**src/rtl/rxq_pkg.sv**
```systemverilog
`timescale 1ns/1ps
package rxq_pkg;
   localparam int unsigned WIN_WORDS = 4;
   localparam logic [1:0]  LAST_SLOT = 2'd3;

   function automatic int unsigned wrap_inc(input int unsigned p, input int unsigned depth);
      return (p == depth - 1) ? 0 : p + 1;
   endfunction
endpackage

```
**src/rtl/rxq_frame_store.sv**
```systemverilog
`timescale 1ns/1ps
module rxq_frame_store #(
   parameter int unsigned DEPTH  = 6,
   parameter int unsigned DATA_W = 32,
   parameter int unsigned HIT_W  = 9,
   localparam int unsigned FRAME_W = rxq_pkg::WIN_WORDS * DATA_W,
   localparam int unsigned SLOT_W  = FRAME_W + HIT_W,
   localparam int unsigned CNT_W   = $clog2(DEPTH + 1),
   localparam int unsigned PTR_W   = $clog2(DEPTH)
) (
   input  logic               clk,
   input  logic               rst_n,
   input  logic               clear,
   input  logic               push,
   input  logic               pop,
   input  logic [FRAME_W-1:0] push_frame,
   input  logic [HIT_W-1:0]   push_hit,
   output logic [FRAME_W-1:0] head_frame,
   output logic [HIT_W-1:0]   head_hit,
   output logic               nonempty_next,
   output logic               overflow
);
   logic [CNT_W-1:0] cnt_q, cnt_d;
   logic [PTR_W-1:0] wr_ptr, rd_ptr;
   logic [SLOT_W-1:0] slot_q [DEPTH];
   logic empty, full, pop_ok, push_ok, drop;

   assign empty   = (cnt_q == '0);
   assign full    = (cnt_q == CNT_W'(DEPTH));
   assign pop_ok  = pop && !empty && !clear;
   assign push_ok = push && !clear && (!full || pop_ok);
   assign drop    = push && !clear && full && !pop_ok;

   always_comb begin
      if (clear) cnt_d = '0;
      else       cnt_d = cnt_q + CNT_W'(push_ok) - CNT_W'(pop_ok);
   end
   assign nonempty_next = (cnt_d != '0);

   always_ff @(posedge clk or negedge rst_n) begin
      if (!rst_n) begin
         cnt_q    <= '0;
         wr_ptr   <= '0;
         rd_ptr   <= '0;
         overflow <= 1'b0;
      end else begin
         cnt_q <= cnt_d;
         if (clear) begin
            wr_ptr   <= '0;
            rd_ptr   <= '0;
            overflow <= 1'b0;
         end else begin
            if (push_ok) wr_ptr <= PTR_W'(rxq_pkg::wrap_inc(int'(wr_ptr), DEPTH));
            if (pop_ok)  rd_ptr <= PTR_W'(rxq_pkg::wrap_inc(int'(rd_ptr), DEPTH));
            if (drop)    overflow <= 1'b1;
         end
      end
   end

   for (genvar i = 0; i < DEPTH; i++) begin : g_slot
      always_ff @(posedge clk or negedge rst_n) begin
         if (!rst_n)                                 slot_q[i] <= '0;
         else if (push_ok && wr_ptr == PTR_W'(i))    slot_q[i] <= {push_hit, push_frame};
      end
   end

   assign head_frame = slot_q[rd_ptr][FRAME_W-1:0];
   assign head_hit   = slot_q[rd_ptr][SLOT_W-1:FRAME_W];
endmodule

```
**src/rtl/rxq_window.sv**
```systemverilog
`timescale 1ns/1ps
module rxq_window #(
   parameter int unsigned ADDR_W       = 8,
   parameter int unsigned DATA_W       = 32,
   parameter logic [ADDR_W-1:0] BASE   = 8'h80,
   parameter bit          STRICT_ALIGN = 1'b1,
   localparam int unsigned FRAME_W = rxq_pkg::WIN_WORDS * DATA_W
) (
   input  logic               rd_en,
   input  logic               rd_dma,
   input  logic [ADDR_W-1:0]  rd_addr,
   input  logic               dma_mode,
   input  logic               avail,
   input  logic [FRAME_W-1:0] head_frame,
   output logic [DATA_W-1:0]  rd_data,
   output logic               pop
);
   if (BASE[3:0] != 4'h0) begin : g_bad_base
      $error("rxq_window: BASE must be 16-byte aligned");
   end

   logic [DATA_W-1:0] words [rxq_pkg::WIN_WORDS];
   for (genvar k = 0; k < rxq_pkg::WIN_WORDS; k++) begin : g_word
      assign words[k] = head_frame[k*DATA_W +: DATA_W];
   end

   logic in_win, aligned, granted;
   logic [1:0] slot;

   assign in_win = (rd_addr[ADDR_W-1:4] == BASE[ADDR_W-1:4]);
   assign slot   = rd_addr[3:2];

   if (STRICT_ALIGN) begin : g_strict
      assign aligned = (rd_addr[1:0] == 2'b00);
   end else begin : g_loose
      assign aligned = 1'b1;
   end

   assign granted = rd_en && in_win && aligned && avail && !(dma_mode && !rd_dma);
   assign rd_data = granted ? words[slot] : '0;
   assign pop     = granted && (slot == rxq_pkg::LAST_SLOT);
endmodule

```
**src/rtl/rxq_flag.sv**
```systemverilog
`timescale 1ns/1ps
module rxq_flag (
   input  logic clk,
   input  logic rst_n,
   input  logic fifo_en,
   input  logic dma_mode,
   input  logic clear,
   input  logic pop,
   input  logic nonempty_next,
   output logic frames_avail,
   output logic dma_req
);
   always_ff @(posedge clk or negedge rst_n) begin
      if (!rst_n) frames_avail <= 1'b0;
      else        frames_avail <= fifo_en && !clear && !pop && nonempty_next;
   end
   assign dma_req = frames_avail && dma_mode;
endmodule

```
**src/rtl/rxq_dma_port.sv**
```systemverilog
`timescale 1ns/1ps
module rxq_dma_port #(
   parameter int unsigned DEPTH  = 6,
   parameter int unsigned DATA_W = 32,
   parameter int unsigned HIT_W  = 9,
   parameter int unsigned ADDR_W = 8,
   parameter logic [ADDR_W-1:0] WIN_BASE = 8'h80,
   parameter bit          STRICT_ALIGN = 1'b1,
   localparam int unsigned FRAME_W = rxq_pkg::WIN_WORDS * DATA_W
) (
   input  logic               clk,
   input  logic               rst_n,
   input  logic               fifo_en,
   input  logic               dma_en,
   input  logic               clear_cmd,
   input  logic               push_valid,
   input  logic [FRAME_W-1:0] push_data,
   input  logic [HIT_W-1:0]   push_hit,
   input  logic               rd_en,
   input  logic               rd_dma,
   input  logic [ADDR_W-1:0]  rd_addr,
   output logic [DATA_W-1:0]  rd_data,
   output logic               frames_avail,
   output logic               dma_req,
   output logic [HIT_W-1:0]   hit_index,
   output logic               overflow
);
   if (DEPTH < 2) begin : g_bad_depth
      $error("rxq_dma_port: DEPTH must be at least 2");
   end
   if (ADDR_W < 5) begin : g_bad_addr
      $error("rxq_dma_port: ADDR_W too small for the window");
   end

   logic               dma_mode, pop, nonempty_next;
   logic [FRAME_W-1:0] head_frame;
   logic [HIT_W-1:0]   head_hit;

   assign dma_mode = fifo_en && dma_en;

   rxq_frame_store #(.DEPTH(DEPTH), .DATA_W(DATA_W), .HIT_W(HIT_W)) u_store (
      .clk(clk), .rst_n(rst_n), .clear(clear_cmd),
      .push(push_valid && fifo_en), .pop(pop),
      .push_frame(push_data), .push_hit(push_hit),
      .head_frame(head_frame), .head_hit(head_hit),
      .nonempty_next(nonempty_next), .overflow(overflow)
   );

   rxq_window #(.ADDR_W(ADDR_W), .DATA_W(DATA_W), .BASE(WIN_BASE),
                .STRICT_ALIGN(STRICT_ALIGN)) u_window (
      .rd_en(rd_en), .rd_dma(rd_dma), .rd_addr(rd_addr),
      .dma_mode(dma_mode), .avail(frames_avail), .head_frame(head_frame),
      .rd_data(rd_data), .pop(pop)
   );

   rxq_flag u_flag (
      .clk(clk), .rst_n(rst_n), .fifo_en(fifo_en), .dma_mode(dma_mode),
      .clear(clear_cmd), .pop(pop), .nonempty_next(nonempty_next),
      .frames_avail(frames_avail), .dma_req(dma_req)
   );

   assign hit_index = frames_avail ? head_hit : '0;
endmodule

```
**config.mk**
```make
export PLATFORM = sky130hd
export DESIGN_NAME = rxq_dma_port
export DESIGN_NICKNAME = d
export VERILOG_FILES = /design/src/rtl/rxq_pkg.sv /design/src/rtl/rxq_frame_store.sv /design/src/rtl/rxq_window.sv /design/src/rtl/rxq_flag.sv /design/src/rtl/rxq_dma_port.sv
export SDC_FILE = /design/constraint.sdc
export NUM_CORES = 1
export LEC_CHECK = 0
export BUFFER_PORTS_ARGS = -buffer_cell sky130_fd_sc_hd__buf_2
export CORE_MARGIN = 5
export CORE_UTILIZATION = 60
export CTS_CLUSTER_SIZE = 40
export DETAILED_ROUTE_END_ITERATION = 16
export HOLD_SLACK_MARGIN = 0.06
export PLACE_DENSITY_LB_ADDON = 0.1
export SKIP_CTS_REPAIR_TIMING = 1
export SKIP_LAST_GASP = 1
export SLEW_MARGIN = 20
export SYNTH_ARGS = -nofsm -noshare
export SYNTH_HDL_FRONTEND = slang
export SYNTH_SLANG_ARGS = --single-unit
```
**constraint.sdc**
```tcl
create_clock -name clk -period 3.51 [get_ports clk]
set_input_delay 0.1755 -clock clk [delete_from_list [all_inputs] [get_ports clk]]
set_output_delay 0.1755 -clock clk [all_outputs]
set_load 0.005 [all_outputs]
```
==> metrics.cfg <==
[critical_path]
reg2reg_slack_ns = 0.57
path_buf_inv = 2
worst_path_max_delay_cell = dfrtp_4
r2r-start = u_flag.frames_avail
cp_cell_sequence = nor2b_1, nand4_1, buf_12, o22a_1, o21ai_1, buf_2
cp-startpoint = u_store.rd_ptr[1]
critPathMaxStageDelay_ns = 0.67
start_kind = flop
cp-end-kind = primary output
cp.required_ns = 3.33
r2r_cells = 13
path_depth = 6
arrival_ns = 3.21
criticalPathCategory = reg -> out
crit_family = simple AND/OR/NAND/NOR gates
crit_path_max_fanout = 21

[global_route]
first_global_vias = 23400
grt_overflow = 0
grtUsageTotal_pct = 26.1
grt_max_degree = 114
antenna_found_initial = 9
grt_pass1_wl_mm = 138

[sta]
finClkSkew_ns = 0.0123
setup_ws_ns = 0.122
max_slew_margin_pct = 27.2
tightest_slew_ns = 1.09
max_freq_mhz = 295
final_hold_viol_count = 0
maxSlewViolCount = 0
setup_viol = 0
setup-tns-final_ns = 0
layout_worst_path_cycle_share_pct = 96.5
holdWs_ns = 0.0924
period_minus_slack_ns = 3.39
rsz0062_at_grt = false

[routing]
vias = 21700
ant_nets = 0
drt_wl_total_mm = 86.8
drt-pass1-iter-count = 5
drc = 0
viasPerCell = 6.15
wl_per_cell_um = 24.6
first_iter_violations = 1316

[power]
p_total_w = 0.0234
clockPowerShare_pct = 37.9
switching_power_w = 0.00547
switching_share_pct = 23.3
seqPwrFrac_pct = 49.5
vdd_drop_max_mv = 0.397
leakage_nw = 20.2
power_density_nw_per_um2 = 532
power.internal_w = 0.0179
pwr-share-comb_pct = 12.6

[floorplan]
die_h_um = 260
initial_utilization_pct = 60.8
die_area_um2 = 67800
pin_count = 197
rows = 91
coreArea_um2 = 61900
die-width_um = 260

[clock_network]
clkSinkCount = 833
tritoncts = yes
h-tree-depth = 3
clock_path_buffers = 3
cts_buffers = 85
insertion_delay_ns = 0.62
path_clk_slew_ns = 0.06
cts-root-buf = clkbuf_16

[logic_synthesis]
synthArstFlopShare_pct = 100
synth_area_leaders = dfrtp_1 55%, mux2_2 24%, mux4_2 12%, mux2i_1 2.2%, mux2_1 1.4%
syn_inst = 2293
synth-main-ff-cell = dfrtp_1
synth_largest_area_cell = dfrtp_1
syn_area_um2 = 37600
ys_warn_count = 0
synthDistinctLibCells = 45
seq_area_frac_synth_pct = 55.4
synth_most_common_cell = dfrtp_1
netlist_top_cells_count = 833 x dfrtp_1, 788 x mux2_2, 205 x mux4_2, 93 x buf_2, 81 x mux2i_1
synth.top_cell.area_share_pct = 55.4
synth.avg_cell_area_um2 = 16.4
syn-num-nets = 2450
synth-seq-cells = 833
synth_edf_count = 0

[layout]
drive_above_1_share_pct = 51.8
stdcell_area_um2 = 44000
nets = 2776
area.growth.synth_to_final_pct = 16.9
final.fill_count = 4065

[placement]
place_ws_ns = 0.573
place_area_um2 = 39800
gp_congestion = 0.818
port_buffers = 196
place_hpwl_mm = 54.1

[outcome]
outcome = finished clean

[job]
cap_violations = 0

[worst_hold_path]
hp-start = rd_addr[6]
hold_depth = 4
hp-class = in -> reg

[final timing paths]
path / to
setup reg to reg: u_flag.frames_avail
max in group asynchronous: u_store.slot_q[287]
hold reg to reg: u_store.slot_q[235]
setup / recovery: rd_data[15]
min in group asynchronous: u_store.slot_q[625]
hold / removal: u_store.rd_ptr[2]
[routing by layer]
metal / vias to the layer above / routed length (µm) / GRT usage (%)
li1: 9296 / - / -
met1: 11800 / 37600 / 37.3
met2: 515 / 43000 / 42.1
met3: 134 / 4460 / 5.42
met4: 2 / 1700 / 6.09
met5: - / 7 / 0
[tightest hold or removal path, cell delays in order]
cell     delay [ns]
buf_2          0.10
nor4b_4        0.07
nand4_1        0.22
o41ai_1        0.10
[sequential cells by signal, summed over array words and instances, names as in the netlist]
name and cells:
u_flag.frames_avail 1, u_store.cnt_q 3, u_store.overflow 1, u_store.rd_ptr 3, u_store.slot_q 822, u_store.wr_ptr 3
[final cells by class]
| type | instances | area, µm² | area share, % |
|---|---|---|---|
| multi-input cells | 1279 | 16000 | 36.3 |
| diodes | 7 | 17.5 | 0.0398 |
| repair buffers | 402 | 3320 | 7.54 |
| clock inverters | 22 | 204 | 0.464 |
| inverters | 18 | 67.6 | 0.154 |
| well taps | 837 | 1050 | 2.38 |
| flip-flops and latches | 833 | 20900 | 47.4 |
| clock buffers | 129 | 2520 | 5.74 |
[cell families (layout without fill, tap and decap cells)]
kind of cell    Yosys count  in the layout  synth area share (%)
xor+xnor                  2              2                0.0831
buf+inv                 181            571                  2.35
simple gates             74             74                  1.18
flops                   833            833                  55.4
fa+ha+maj                 4              4                 0.153
mux                    1120           1120                  39.4
other cells               0              7                     0
compound gates           79             79                  1.47
[power groups by stage]
| stage | clock (W) | combinational (W) | sequential (W) |
|---|---|---|---|
| CTS | 0.00904 | 0.00287 | 0.0116 |
| global placement | 0 | 0.00273 | 0.0116 |
| detailed placement | 0 | 0.00286 | 0.0117 |
| floorplan | 0 | 0.00207 | 0.0115 |
| finish | 0.00887 | 0.00296 | 0.0116 |
| global route | 0.00947 | 0.00324 | 0.0117 |
[cells in the final DEF, fill, tap and decap left out, types with 7 or more instances in the layout]
cell	synthesis	final
mux2_1	46	46
buf_2	93	193
nand2b_1	7	7
mux4_2	205	205
nand2_1	14	14
mux2i_1	81	81
buf_12	0	31
clkbuf_8	0	20
a21oi_1	11	8
o221ai_1	11	11
clkinv_2	0	14
nor2_1	10	10
mux2_2	788	788
dlygate4sd3_1	0	142
inv_1	17	17
buf_4	24	32
o22a_1	16	16
o22ai_1	9	9
clkbuf_16	0	87
o21ai_0	19	16
clkbuf_1	31	23
and2_1	11	11
diode_2	0	7
dfrtp_1	833	831
[through the flow]
stage          util [%]  cells
6_report           71.0   3527
5_1_grt            71.0   3525
4_1_cts            68.6   3377
3_5_place_dp       64.2   3226
3_3_place_gp       64.2   3226
2_1_floorplan         -   2293
Power figures use the tool's default switching activity.
